<file path="src/rtl/irq_sel_pkg.sv">
package irq_sel_pkg;
  localparam logic [1:0] PRIV_U = 2'd0;
  localparam logic [1:0] PRIV_S = 2'd1;
  localparam logic [1:0] PRIV_M = 2'd3;
endpackage

</file>
<file path="src/rtl/irq_gate_en.sv">
module irq_gate_en
  import irq_sel_pkg::*;
(
  input  logic [1:0] priv,
  input  logic       m_gie,
  input  logic       s_gie,
  input  logic       hs_gie,
  output logic       m_open,
  output logic       s_open,
  output logic       hs_open
);
  // A level is open when running below it, or at it with its enable set.
  always_comb begin
    m_open  = (priv < PRIV_M) || ((priv == PRIV_M) && m_gie);
    s_open  = (priv < PRIV_S) || ((priv == PRIV_S) && s_gie);
    hs_open = (priv < PRIV_S) || ((priv == PRIV_S) && hs_gie);
  end
endmodule

</file>
<file path="src/rtl/irq_lsb_pick.sv">
module irq_lsb_pick #(
  parameter int WIDTH = 16,
  localparam int IDX_W = (WIDTH > 1) ? $clog2(WIDTH) : 1
) (
  input  logic [WIDTH-1:0] vec,
  output logic             any,
  output logic [IDX_W-1:0] idx
);
  logic [WIDTH:0]   below;
  logic [WIDTH-1:0] first;

  assign below[0] = 1'b0;

  // Prefix chain: a bit wins when no lower bit is set.
  genvar g;
  generate
    for (g = 0; g < WIDTH; g++) begin : g_chain
      assign first[g]     = vec[g] & ~below[g];
      assign below[g + 1] = below[g] | vec[g];
    end
  endgenerate

  assign any = below[WIDTH];

  always_comb begin
    idx = '0;
    for (int k = 0; k < WIDTH; k++) begin
      if (first[k]) idx = idx | IDX_W'(k);
    end
  end
endmodule

</file>
<file path="src/rtl/irq_priority_select.sv">
module irq_priority_select #(
  parameter int              NUM_IRQ    = 16,
  parameter logic [NUM_IRQ-1:0] GUEST_MASK = 16'h0444,
  parameter bit              HYP_EN     = 1'b1,
  localparam int             IDX_W      = $clog2(NUM_IRQ)
) (
  input  logic [NUM_IRQ-1:0] irq_pending,
  input  logic [NUM_IRQ-1:0] irq_enable,
  input  logic [NUM_IRQ-1:0] irq_deleg,
  input  logic [1:0]         cur_priv,
  input  logic               m_gie,
  input  logic               s_gie,
  input  logic               virt_mode,
  input  logic               hs_gie,
  output logic               take_valid,
  output logic [IDX_W-1:0]   take_index,
  output logic               force_hyp
);
  logic               m_open, s_open, hs_open;
  logic [NUM_IRQ-1:0] cand;
  logic [NUM_IRQ-1:0] base_cand;
  logic [NUM_IRQ-1:0] norm_sel;
  logic               norm_any;
  logic [IDX_W-1:0]   norm_idx;
  logic               hs_any;
  logic [IDX_W-1:0]   hs_idx;

  irq_gate_en u_gate (
    .priv    (cur_priv),
    .m_gie   (m_gie),
    .s_gie   (s_gie),
    .hs_gie  (hs_gie),
    .m_open  (m_open),
    .s_open  (s_open),
    .hs_open (hs_open)
  );

  assign cand = irq_pending & irq_enable;

  generate
    if (HYP_EN) begin : g_hyp
      logic [NUM_IRQ-1:0] hs_sel;
      assign hs_sel    = virt_mode ? (cand & ~GUEST_MASK & {NUM_IRQ{hs_open}}) : '0;
      assign base_cand = virt_mode ? (cand & GUEST_MASK) : cand;

      irq_lsb_pick #(.WIDTH(NUM_IRQ)) u_hs_pick (
        .vec (hs_sel),
        .any (hs_any),
        .idx (hs_idx)
      );
    end else begin : g_nohyp
      logic unused_hyp;
      assign unused_hyp = virt_mode ^ hs_open;
      assign hs_any     = 1'b0;
      assign hs_idx     = '0;
      assign base_cand  = cand;
    end
  endgenerate

  // Delegation chooses which global enable gates each candidate.
  assign norm_sel = (base_cand & ~irq_deleg & {NUM_IRQ{m_open}})
                  | (base_cand &  irq_deleg & {NUM_IRQ{s_open}});

  irq_lsb_pick #(.WIDTH(NUM_IRQ)) u_norm_pick (
    .vec (norm_sel),
    .any (norm_any),
    .idx (norm_idx)
  );

  always_comb begin
    if (hs_any) begin
      take_valid = 1'b1;
      take_index = hs_idx;
      force_hyp  = 1'b1;
    end else begin
      take_valid = norm_any;
      take_index = norm_any ? norm_idx : '0;
      force_hyp  = 1'b0;
    end
  end
endmodule

</file>
<file path="config.mk">
export PLATFORM = sky130hd
export DESIGN_NAME = irq_priority_select
export DESIGN_NICKNAME = d
export VERILOG_FILES = /design/src/rtl/irq_sel_pkg.sv /design/src/rtl/irq_gate_en.sv /design/src/rtl/irq_lsb_pick.sv /design/src/rtl/irq_priority_select.sv
export SDC_FILE = /design/constraint.sdc
export NUM_CORES = 1
export LEC_CHECK = 0
export BUFFER_PORTS_ARGS = -buffer_cell sky130_fd_sc_hd__buf_2
export CAP_MARGIN = 30
export CORE_ASPECT_RATIO = 0.8
export CORE_MARGIN = 1
export CORE_UTILIZATION = 41
export DETAILED_ROUTE_END_ITERATION = 16
export PLACE_DENSITY = 0.84
export SLEW_MARGIN = 15
export SYNTH_ARGS = -nofsm -noshare
export SYNTH_HDL_FRONTEND = slang
export SYNTH_HIERARCHICAL = 1
export SYNTH_SLANG_ARGS = --single-unit
</file>
<file path="constraint.sdc">
create_clock -name vclk -period 2.12
set_input_delay 0.212 -clock vclk [all_inputs]
set_output_delay 0.212 -clock vclk [all_outputs]
set_load 0.05 [all_outputs]
</file>
# --- After elaboration in Yosys (flattened, before gate mapping) ---
# Cells that the tools add are included.
totals:
  out_inout_bits: 6
  regBits: 0
  wordCells: 144
op_classes:
  reduce_logical: 6
  n_eq_ne: 2
  n_bitwise: 98
  magnitude_cmp: 2
  mux: 36
op_table:
  columns: ["cell", "count"]
  rows:
  - ["16-bit bitwise AND", 6]
  - ["4-bit two-way mux", 18]
  - ["16-bit two-way mux", 2]
  - ["1-bit bitwise AND", 30]
  - ["1-bit inverter", 30]
  - ["1-bit bitwise OR", 30]
  - ["3-bit two-way mux", 8]
  - ["16-bit inverter", 1]
  - ["16-bit bitwise OR", 1]
  - ["2-bit two-way mux", 4]
  - ["1-bit two-way mux", 4]
  - ["1-bit logical AND", 3]
  - ["1-bit logical OR", 3]
  - ["2-bit by 1-bit equality test with 1-bit output (second input constant)", 1]
  - ["2-bit equality test (second input constant)", 1]
  - ["2-bit by 1-bit < comparator with 1-bit output (second input constant)", 1]
  - ["2-bit < comparator (second input constant)", 1]

# --- Logic depth before layout (Yosys ltp) ---
# Gate-level depths: netlist of run 1.
logic_depth:
  word_depth: 24
  depth_mapped: 11
  ltp_nobuf: 10

# --- By module ---
# The synthesis of run 1 kept the hierarchy.
modules_own_cells:
  columns: ["mod", "cells_per_inst", "instances", "area_per_inst_um2"]
  rows:
  - ["irq_lsb_pick", 33, 2, 224.0]
  - ["irq_priority_select", 75, 1, 436.7]
  - ["irq_gate_en", 5, 1, 32.5]

# --- Worst setup path after synthesis of run 1 ---
# Ideal clock, no wire load.
synth_timing:
  path_type: "input-to-output"
  startpoint: "input port hs_gie"
  endpoint: "output port take_index[2]"
  path_stages: 9
  arrival_ns: 3.010
  n_path_buf: 1
  setup_slack_ns: -1.102
  cell_sequence: "inv_1 a21oi_2 nand2_1 buf_2 nor2_1 nor4_4 and3_1 nand3_1 o21ai_0"
synth_between:
  word_cells_on_any_way: 48
  classes_between: "mux (14); bitwise (32); reduce/logical (2)"
synth_lines:
  columns: ["item", "line", "rtl"]
  rows:
  - ["start, declared", "irq_priority_select.sv:14", "input logic hs_gie,"]
  - ["1-bit logical AND (*)", "irq_gate_en.sv:16", "hs_open = (priv < PRIV_S) || ((priv == PRIV_S) && hs_gie);"]
  - ["1-bit logical OR (*)", "irq_gate_en.sv:16", null]
  - ["net hs_open", "irq_priority_select.sv:19", "logic m_open, s_open, hs_open;"]
  - ["16-bit bitwise AND (*)", "irq_priority_select.sv:43", "assign hs_sel = virt_mode ? (cand & ~GUEST_MASK & {NUM_IRQ{hs_open}}) : '0;"]
  - ["16-bit two-way mux (*)", "irq_priority_select.sv:43", null]
  - ["net g_hyp.hs_sel[8]", "irq_priority_select.sv:42", "logic [NUM_IRQ-1:0] hs_sel;"]
  - ["1-bit bitwise OR (*) (4 in series)", "irq_lsb_pick.sv:19", "assign below[g + 1] = below[g] | vec[g];"]
  - ["1-bit inverter / 1-bit bitwise OR (equally long branches)", "irq_lsb_pick.sv:18, irq_lsb_pick.sv:19", null]
  - ["1-bit bitwise AND, or another cell as far along", "irq_lsb_pick.sv:18", "assign first[g] = vec[g] & ~below[g];"]
  - ["4-bit two-way mux, or another cell as far along (2 in series)", "irq_lsb_pick.sv:28", "if (first[k]) idx = idx | IDX_W'(k);"]
  - ["4-bit two-way mux / 1-bit bitwise AND (equally long branches)", "irq_lsb_pick.sv:28, irq_lsb_pick.sv:18", null]
  - ["4-bit two-way mux", "irq_lsb_pick.sv:28", null]
  - ["4-bit two-way mux (*)", "irq_priority_select.sv:71", "if (hs_any) begin"]
  - ["end, declared", "irq_priority_select.sv:16", "output logic [IDX_W-1:0] take_index,"]
# The timed path passes the listed nets; every way through them passes the cells marked *.

# --- Worst setup path after layout of run 1 ---
layout_timing:
  startpoint: "input port m_gie"
  endpoint: "output port take_index[3]"
layout_between:
  word_cells_on_any_way: 45
  classes_between: "mux (10); bitwise (33); reduce/logical (2)"
layout_lines:
  columns: ["item", "line", "rtl"]
  rows:
  - ["start, declared", "irq_priority_select.sv:11", "input logic m_gie,"]
  - ["1-bit logical AND", "irq_gate_en.sv:14", "m_open = (priv < PRIV_M) || ((priv == PRIV_M) && m_gie);"]
  - ["1-bit logical OR", "irq_gate_en.sv:14", null]
  - ["net m_open", "irq_priority_select.sv:19", null]
  - ["16-bit bitwise AND", "irq_priority_select.sv:61", "assign norm_sel = (base_cand & ~irq_deleg & {NUM_IRQ{m_open}})"]
  - ["16-bit bitwise OR", "irq_priority_select.sv:62", "| (base_cand & irq_deleg & {NUM_IRQ{s_open}});"]
  - ["net norm_sel[9]", "irq_priority_select.sv:22", "logic [NUM_IRQ-1:0] norm_sel;"]
  - ["1-bit bitwise OR (7 in series)", "irq_lsb_pick.sv:19", null]
  - ["net norm_any", "irq_priority_select.sv:23", "logic norm_any;"]
  - ["4-bit two-way mux", "irq_priority_select.sv:77", "take_index = norm_any ? norm_idx : '0;"]
  - ["4-bit two-way mux", "irq_priority_select.sv:71", null]
# The timed path passes the listed nets, and every way through them passes these cells.

==> impl_metrics.json, run 1 <==
{
  "grt_pass1_wl_um": 7990,
  "setup_violations": 6,
  "synth_top_area_cell": "mux2i_1",
  "drv_cap": 0,
  "coreArea_sq_mm": 0.001997,
  "drv_slew": 0,
  "layout.cells.most_common_list": "buf_2, buf_4, nor2_1, nand2_1, nor3_1",
  "yosysTopAreaCellShare_pct": 17.46,
  "startpoint_type": "input port",
  "p_leak_nw": 0.9535,
  "status": "finished, violations left",
  "synthSimpleGateAreaFrac_pct": 57.44,
  "relSlewSlack_pct": 66.50,
  "syn_avg_cell_area_sq_um": 6.282,
  "clkbuf_count": 0,
  "fp.dieW_um": 54.88,
  "drtPass1Iterations": 6,
  "grt_pass1_vias": 1767,
  "wl_um": 6012,
  "synth_top_cells_by_area": "mux2i_1, nor4_4, nor2_1, nand2_1, nor3_1",
  "hold_buffers": 0,
  "antenna_found_initial": 0,
  "path_max_fanout": 5,
  "crit_type": "in2out",
  "grt_setup_unrepaired": "yes",
  "synth.cell_area_sq_um": 917.1,
  "drive_above_1_share_pct": 56.59,
  "drt.antenna.violating_nets": 0,
  "synth_xor_area_share_pct": 0,
  "netlist-cell-type-count": 25,
  "dr_total_vias": 1865,
  "whs_ns": 1.305,
  "drc": 0,
  "period_share_pct": 121.5,
  "synth-seq-area-share_pct": 0,
  "min_path_type": "in2out",
  "synth_cells": 146,
  "final_common_cell": "buf_2",
  "grt_max_degree": 17,
  "fin_util_pct": 94.17,
  "drt_iter0_drc": 142,
  "finalHoldViolCount": 0,
  "powerDensity_mw_per_mm2": 262.5,
  "grt.overflow.total": 0,
  "synth_compound_area_share_pct": 18.69,
  "synth.area.mux_share_pct": 17.46,
  "place_hpwl_um": 2960,
  "peakVddDrop_mv": 0.2018,
  "fin_ws_ns": -0.4554,
  "synth_top_family_by_area": "simple AND/OR/NAND/NOR gates",
  "grt.total_usage_pct": 46.20,
  "timing.critical_path.arrival_ns": 2.36,
  "via_per_inst": 6.613,
  "die_h_um": 44.30,
  "worst_pin_slew_ns": 0.5007,
  "synth_adder_area_share_pct": 0,
  "fin_crit_ns": 2.575,
  "wl_per_cell_um": 21.32,
  "seq_cells": 0,
  "die_area_sq_mm": 0.002431,
  "initial_core_util_pct": 45.93,
  "cp-end-kind": "primary output",
  "yosysWarnings": 6,
  "regArea_sq_um": 0,
  "antennaDiodeCount": 0,
  "io_pins": 60,
  "gp_congestion": 0.8633,
  "nets": 314,
  "critPathRequiredTime_ns": 1.91,
  "fmaxAchievable_mhz": 388.3,
  "portBuffers": 60,
  "violations": "negative setup slack",
  "rows": 14,
  "area_growth_pct": 105.0
}
## per-stage QoR
| step | instances | total power, W | cell area [sq um] | setup TNS, ns | setup slack, ns |
|---|---|---|---|---|---|
| after global routing | 282 | 0.0005162 | 1881 | -2.472 | -0.5470 |
| after floorplan | 154 | 0.0002140 | 1020 | -0.03456 | -0.01479 |
| after detailed placement | 272 | 0.0003513 | 1613 | -1.537 | -0.3859 |
| after CTS | 278 | 0.0004193 | 1803 | -0.9556 | -0.2218 |
| final | 282 | 0.0004937 | 1881 | -2.145 | -0.4554 |
| after global placement | 272 | 0.0003358 | 1613 | -1.111 | -0.2857 |
## cell usage after synthesis, drive strengths merged
| cell type | number |
|---|---|
| nor2 | 32 |
| nand2 | 29 |
| nor3 | 17 |
| mux2i | 16 |
| nor4 | 8 |
| a21oi | 6 |
| inv | 6 |
| o21ai | 5 |
| buf | 4 |
| a22o | 3 |
| nor2b | 3 |
| a221oi | 2 |
| and3 | 2 |
| nand2b | 2 |
| nand3 | 2 |
| o2bb2ai | 2 |
| o31ai | 2 |
| o41ai | 2 |
| conb | 1 |
| nand3b | 1 |
| or2 | 1 |
## what timing repair did
item / in CTS / in global routing
pin swaps: 19 / 6
gates resized for setup: 36 / 11
buffers inserted: 7 / 4
endpoints found under the setup margin: 5 / 6
## worst paths after layout
path | start | to | slack (ns) | cells after the start
setup / recovery | m_gie | take_index[3] | -0.46 | 13
hold / removal | irq_enable[5] | take_index[2] | 1.30 | 7
## cell families (layout without fill, tap and decap cells)
family                 after synthesis  after routing
AO/OA/AOI/OAI                       22             22
AND/OR/NAND/NOR                     97             97
buffers and inverters               10            114
multiplexers                        16             16
other                                1              9
## final cells by class
| type | count | area (sq um) |
|---|---|---|
| Fill cell | 64 | 116.4 |
| Inverter | 6 | 22.52 |
| Multi-Input combinational cell | 144 | 1084 |
| Tap cell | 24 | 30.03 |
| Timing Repair Buffer | 108 | 744.5 |
## critical path, stage by stage
cell and delay, ns:
buf_6 0.09, nand3b_1 0.21, buf_6 0.17, buf_6 0.13, mux2i_4 0.16, nor3_4 0.07, nor4_4 0.34, buf_4 0.17
and3_4 0.20, nand3_4 0.07, nor2b_4 0.15, a22o_4 0.23, buf_6 0.15
## per-layer routing
layer	GRT usage, %	vias to the layer above	part of all wire [%]
met5	0	-	0
met3	18.56	91	13
met4	34.87	0	9.6
met2	79.52	233	45
li1	-	740	-
met1	42.89	801	32
## power by group
group	leakage (nW)	switching, W	internal [W]
Clock	0	0	0
Sequential	0	0	0
Combinational	0.953	0.000265	0.000229
Total	0.953	0.000265	0.000229
Power figures use the tool's default switching activity.
==> run 2, diff against run 1 <==
==> constraint.sdc (replaced) <==
create_clock -name vclk -period 2.1
set_input_delay 0.21 -clock vclk [all_inputs]
set_output_delay 0.21 -clock vclk [all_outputs]
set_load 0.05 [all_outputs]
==> run 2 against run 1 <==
Against the previous run: the run now fails in 5_1_grt; synthesized cell count unchanged; synthesized area stayed put.
==> impl_metrics.json, run 2 <==
{
  "worst-ep-kind": "output port",
  "yosys-top-cells-count": "nor2_1, nand2_1, nor3_1, mux2i_1",
  "crit_endpoint": "take_index[1]",
  "initial_core_util_pct": 45.93,
  "rows": 14,
  "die_h_um": 44.30,
  "status": "stopped before the end",
  "yosysTopAreaCellShare_pct": 17.46,
  "synth-seq-area-share_pct": 0,
  "synth_most_common_cell": "nor2_1",
  "error_line": "[ERROR GRT-0232] Routing congestion too high. Check the congestion heatmap in the GUI.",
  "synth_top_cells_by_area": "mux2i_1, nor4_4, nor2_1, nand2_1, nor3_1",
  "grt.total_usage_pct": 69.94,
  "synth_top_area_cell": "mux2i_1",
  "haltStage": "5_1_grt",
  "synth_cells": 146,
  "netlist-cell-type-count": 25,
  "portBuffers": 60,
  "synth.cell_area_sq_um": 917.1,
  "syn_avg_cell_area_sq_um": 6.282,
  "gp_congestion": 0.8124,
  "hold_buffers": 0,
  "yosysWarnings": 6,
  "place_hpwl_um": 3071,
  "io_pins": 60,
  "grt.overflow.total": 29,
  "fp.dieW_um": 54.88,
  "dpl_cell_area_sq_mm": 0.001595,
  "grt_max_degree": 14
}
## run 2: cell counts after synthesis
No cell type changed its count.
## run 2: per-stage QoR
step / worst slack, ns / std cells
4_1_cts: -0.2681 / 274
3_3_place_gp: -0.2684 / 269
2_1_floorplan: -0.01198 / 154
3_5_place_dp: -0.3817 / 269
## run 2: logic make-up after synthesis
group / count (synthesis) / synth area share [%]
AND/OR/NAND/NOR: 97 / 57.44
AO/OA/AOI/OAI: 22 / 18.69
multiplexers: 16 / 17.46
buffers and inverters: 10 / 6.002
other: 1 / 0.4089
## run 2: layer usage
metal,track usage [%],overflow
met1,71.69,3
met2,89.16,17
met3,46.05,0
met4,73.85,9
met5,7.143,0
## run 2: timing repair
action | in CTS
resized for setup | 29
endpoints found under the setup margin | 5
buffers inserted | 7
pin swaps | 13
gates cloned | 1
hold endpoints to repair | 0
==> run 3, diff against run 2 <==
--- a/config.mk
+++ b/config.mk
@@ -7,11 +7,10 @@
 export LEC_CHECK = 0
 export BUFFER_PORTS_ARGS = -buffer_cell sky130_fd_sc_hd__buf_2
 export CAP_MARGIN = 30
-export CORE_ASPECT_RATIO = 0.8
-export CORE_MARGIN = 1
-export CORE_UTILIZATION = 41
+export CORE_AREA = 2 2 63 65
 export DETAILED_ROUTE_END_ITERATION = 16
-export PLACE_DENSITY = 0.84
+export DIE_AREA = 0 0 65 67
+export PLACE_DENSITY_LB_ADDON = 0.15
 export SLEW_MARGIN = 15
 export SYNTH_ARGS = -nofsm -noshare
 export SYNTH_HDL_FRONTEND = slang
==> constraint.sdc (replaced) <==
create_clock -name vclk -period 2.75
set_input_delay 0.275 -clock vclk [all_inputs]
set_output_delay 0.275 -clock vclk [all_outputs]
set_load 0.05 [all_outputs]
==> run 3 against run 2 <==
Against the previous run: the run now ends clean.
==> impl_metrics.json, run 3 (synthesis results as in run 1) <==
{
  "wl_per_cell_um": 10.99,
  "cp-end-kind": "primary output",
  "grt_pass1_vias": 1105,
  "fmaxAchievable_mhz": 387.5,
  "post_cts_buffers": 0,
  "crit_type": "in2out",
  "cp_slowest_cell": "nor4_4",
  "grt.total_usage_pct": 13.85,
  "rows": 22,
  "path_max_fanout": 16,
  "initial_core_util_pct": 25.43,
  "via_per_inst": 4.463,
  "worst_pin_slew_ns": 0.5956,
  "period_share_pct": 93.84,
  "clkbuf_count": 0,
  "status": "finished clean",
  "path_buf_inv": 4,
  "grt.overflow.total": 0,
  "place_hpwl_um": 2663,
  "drv_cap": 0,
  "gp_congestion": 0.7817,
  "setup_violations": 0,
  "die_h_um": 67,
  "antenna_found_initial": 0,
  "dr_total_vias": 1205,
  "crit_family": "simple AND/OR/NAND/NOR gates",
  "drc": 0,
  "fill_cells": 419,
  "wl_um": 2967,
  "regArea_sq_um": 0,
  "grt_max_degree": 17,
  "grt_setup_unrepaired": "no",
  "tns_ns": 0,
  "drt_iter0_drc": 38,
  "finalPower_w": 0.0002265,
  "fin_crit_ns": 2.581,
  "io_pins": 60,
  "drv_slew": 0,
  "drt.antenna.violating_nets": 0,
  "fp.dieW_um": 65,
  "timing.critical_path.arrival_ns": 2.31,
  "crit_chain": "buf_2 -> nand3b_1 -> buf_4 -> mux2i_1 -> nor3_1 -> buf_4 -> nor4_4 -> and3_1 -> nand3_1 -> nor2b_1 -> a22o_1 -> buf_2",
  "antennaDiodeCount": 0,
  "critPathMaxStageDelay_ns": 0.29,
  "finalHoldViolCount": 0,
  "min_path_cells": 6,
  "min_path_type": "in2out",
  "area_growth_pct": 51.70,
  "final_common_cell": "buf_2",
  "path_depth": 12,
  "drive_above_1_share_pct": 39.64,
  "grt_pass1_wl_um": 4912,
  "peakVddDrop_mv": 0.08229,
  "die_area_sq_mm": 0.004355,
  "powerDensity_mw_per_mm2": 162.8,
  "layout.cells.most_common_list": "buf_2, nor2_1, nand2_1, mux2i_1, nor3_1",
  "critPathRequiredTime_ns": 2.48,
  "coreArea_sq_mm": 0.003606,
  "nets": 278,
  "portBuffers": 60,
  "seq_cells": 0,
  "p_leak_nw": 0.7007,
  "relSlewSlack_pct": 59.99,
  "drtPass1Iterations": 4,
  "startpoint_type": "input port"
}
run 3: report_power, final:
group | leakage (nW) | internal [W] | switching, W
clock | 0 | 0 | 0
sequential | 0 | 0 | 0
combinational | 0.701 | 0.000101 | 0.000125
run 3: stage by stage:
stage          instances  hold slack (ns)  worst slack [ns]  util (%)  area [sq um]
2_1_floorplan        154            1.122            0.1291         -         955.9
3_3_place_gp         270            1.393            0.1635     38.45          1386
3_5_place_dp         270            1.399            0.1197     38.45          1386
4_1_cts              270            1.402            0.1283     38.45          1386
5_1_grt              270            1.498          0.001972     38.58          1391
6_report             270            1.386            0.1694     38.58          1391
run 3: metal layers:
metal / GRT usage [%] / vias to the layer above / share of wire [%]
met5: 0 / - / 0
met4: 2.128 / 0 / 0.91
met3: 0.1689 / 2 / 2.8
met2: 25.13 / 25 / 50
met1: 18.60 / 511 / 46
li1: - / 667 / -
run 3: path summary, 6_finish.rpt:
path,startpoint,to
worst max-delay path,m_gie,take_index[3]
worst min-delay path,irq_enable[0],take_index[0]
run 3: area by class of cell:
cell class         instances  area [sq um]  area share, %
multi-input cells        144         905.9          65.11
inverters                  6         22.52          1.619
repair buffers            72         402.9          28.96
well taps                 48         60.06          4.317
run 3: tightest hold or removal path, stage by stage:
cell and delay [ns]:
buf_2 0.09, nand2_1 0.08, nor2_1 0.09, o2bb2ai_1 0.17, a22o_1 0.13, buf_2 0.26
run 3: what timing repair did:
| item | in CTS | in global routing |
|---|---|---|
| endpoints found under the setup margin | 0 | 3 |
| hold endpoints to repair | 0 | 0 |
| resized for setup | 0 | 1 |
| hold buffers | 0 | 0 |
==> run 4, diff against run 3 <==
--- a/config.mk
+++ b/config.mk
@@ -14,5 +14,4 @@
 export SLEW_MARGIN = 15
 export SYNTH_ARGS = -nofsm -noshare
 export SYNTH_HDL_FRONTEND = slang
-export SYNTH_HIERARCHICAL = 1
 export SYNTH_SLANG_ARGS = --single-unit
==> run 4 against run 3 <==
Against the previous run: hold slack worse by 0.27 ns; worst setup slack worse by 0.0020 ns; first-iteration DRC count is 97% higher; routed wire length is 14% higher; global-route usage is 1.6 points higher; critical path depth is 4 lower; highest routed layer unchanged.
==> impl_metrics.json, run 4 <==
{
  "cts_resized": 0,
  "antenna_found_initial": 0,
  "synth_top_family_by_area": "simple AND/OR/NAND/NOR gates",
  "drt_iter0_drc": 75,
  "timing.critical_path.arrival_ns": 2.31,
  "coreArea_sq_mm": 0.003606,
  "fin_crit_ns": 2.583,
  "setup_violations": 0,
  "drv_slew": 0,
  "rows": 22,
  "regArea_sq_um": 0,
  "seqPwrFrac_pct": 0,
  "drc": 0,
  "cp-end-kind": "primary output",
  "place_hpwl_um": 2969,
  "finalPower_w": 0.0002667,
  "hold_buffers": 0,
  "cp_slowest_cell": "a2111o_1",
  "fmaxAchievable_mhz": 387.2,
  "portBuffers": 60,
  "crit_chain": "buf_2 -> nor2b_4 -> or2_1 -> a2111o_1 -> and3_1 -> and4_4 -> a211oi_2 -> buf_2",
  "grt_setup_unrepaired": "no",
  "grt_max_degree": 17,
  "drtPass1Iterations": 4,
  "drv_cap": 0,
  "grt.overflow.total": 0,
  "synth-seq-area-share_pct": 0,
  "seq_cells": 0,
  "netlist-cell-type-count": 45,
  "switching_share_pct": 61.27,
  "grt_pass1_wl_um": 5430,
  "cpMostUsedCell": "buf_2",
  "fill_cells": 403,
  "netSwitchingPower_w": 0.0001634,
  "min_path_type": "in2out",
  "fp.dieW_um": 65,
  "syn_avg_cell_area_sq_um": 6.463,
  "powerDensity_mw_per_mm2": 220.7,
  "pwr-share-clk_pct": 0,
  "area_growth_pct": 47.26,
  "crit_type": "in2out",
  "crit_family": "simple AND/OR/NAND/NOR gates",
  "wl_per_cell_um": 14.24,
  "hold_path_end": "take_index[1]",
  "path_buf_inv": 2,
  "synth_cells": 127,
  "post_cts_buffers": 0,
  "yosysTopAreaCellShare_pct": 7.927,
  "layout.cells.most_common_list": "buf_2, nand2_1, o21ai_0, nor2_1, buf_4",
  "synth_xor_area_share_pct": 0,
  "synth_adder_area_share_pct": 0,
  "nets": 245,
  "relSlewSlack_pct": 73.21,
  "startpoint_type": "input port",
  "wl_um": 3376,
  "yosys-top-cells-count": "nand2_1, o21ai_0, nor2_1, nand4_1",
  "initial_core_util_pct": 22.76,
  "min_path_cells": 5,
  "die_area_sq_mm": 0.004355,
  "min_from": "irq_enable[1]",
  "worst_pin_slew_ns": 0.4019,
  "critPathRequiredTime_ns": 2.48,
  "gp_congestion": 0.8822,
  "synth_most_common_cell": "nand2_1",
  "synth_fp_nets": 181,
  "grt_pass1_vias": 1208,
  "synth_top_cells_by_area": "o21ai_0, nand2_1, a211oi_2, nand4_1, nor2_1",
  "tns_ns": 0,
  "synth.cell_area_sq_um": 820.8,
  "yosysWarnings": 0,
  "path_depth": 8,
  "io_pins": 60,
  "comb_power_share_pct": 100.0,
  "critPathMaxStageDelay_ns": 0.49,
  "p_int_w": 0.0001033,
  "grt.total_usage_pct": 15.48,
  "dr_total_vias": 1272,
  "drt.antenna.violating_nets": 0,
  "clkbuf_count": 0,
  "period_share_pct": 93.91,
  "finalHoldViolCount": 0,
  "path_max_fanout": 12,
  "antennaDiodeCount": 0,
  "final_common_cell": "buf_2",
  "p_leak_nw": 0.5436,
  "drive_above_1_share_pct": 40.21,
  "peakVddDrop_mv": 0.1073,
  "via_per_inst": 5.367,
  "synth_top_area_cell": "o21ai_0",
  "status": "finished clean",
  "synthSimpleGateAreaFrac_pct": 48.02,
  "die_h_um": 67,
  "synth_compound_area_share_pct": 47.56,
  "synth.area.mux_share_pct": 0
}
-- run 4: cell count changes after synthesis, moves of 5 or more --
| cell | change |
|---|---|
| nor4_4 | -6 |
| mux2i_1 | -16 |
| nand2_1 | -11 |
| nor2_1 | -22 |
| nand4_1 | +6 |
| and2_1 | +5 |
| o21ai_0 | +8 |
| nor3_1 | -13 |
-- run 4: how the worst max path moves through the flow --
stage | startpoint | end | slack, ns
final | cur_priv[0] | take_index[2] | 0.17
after global routing | cur_priv[1] | take_index[2] | 0.02
after CTS | cur_priv[0] | take_index[2] | 0.15
after detailed placement | cur_priv[0] | take_index[2] | 0.16
after global placement | cur_priv[0] | take_index[2] | 0.13
after floorplan | cur_priv[1] | take_index[0] | 0.20
-- run 4: cell type report --
| class | instances | area (sq um) | share of cell area (%) |
|---|---|---|---|
| repair buffers | 67 | 352.8 | 29.19 |
| multi-input cells | 119 | 784.5 | 64.91 |
| inverters | 3 | 11.26 | 0.9317 |
| well taps | 48 | 60.06 | 4.969 |
-- run 4: power groups by stage --
stage | Sequential, W | Clock, W | Combinational [W]
finish | 0 | 0 | 0.000267
global route | 0 | 0 | 0.000290
CTS | 0 | 0 | 0.000267
detailed placement | 0 | 0 | 0.000266
global placement | 0 | 0 | 0.000267
floorplan | 0 | 0 | 0.000171
-- run 4: stage by stage --
stage / util (%) / hold slack, ns / worst slack, ns / cells / instance area (sq um)
2_1_floorplan: - / 0.8914 / 0.1955 / 127 / 820.8
3_3_place_gp: 33.52 / 1.126 / 0.1260 / 237 / 1209
3_5_place_dp: 33.52 / 1.126 / 0.1590 / 237 / 1209
4_1_cts: 33.52 / 1.127 / 0.1542 / 237 / 1209
5_1_grt: 33.52 / 1.180 / 0.02063 / 237 / 1209
6_report: 33.52 / 1.120 / 0.1674 / 237 / 1209
-- run 4: kinds of logic (layout without fill, tap and decap cells) --
kind of cell           after synthesis  count (layout)
AND/OR/NAND/NOR                     68              68
AO/OA/AOI/OAI                       51              51
buffers and inverters                8              70
-- run 4: routing by layer --
metal | part of all wire (%) | global-route usage [%]
met1 | 47 | 20.80
met2 | 48 | 28.35
met3 | 4.7 | 0.6757
met4 | 0.65 | 1.064
met5 | 0 | 0
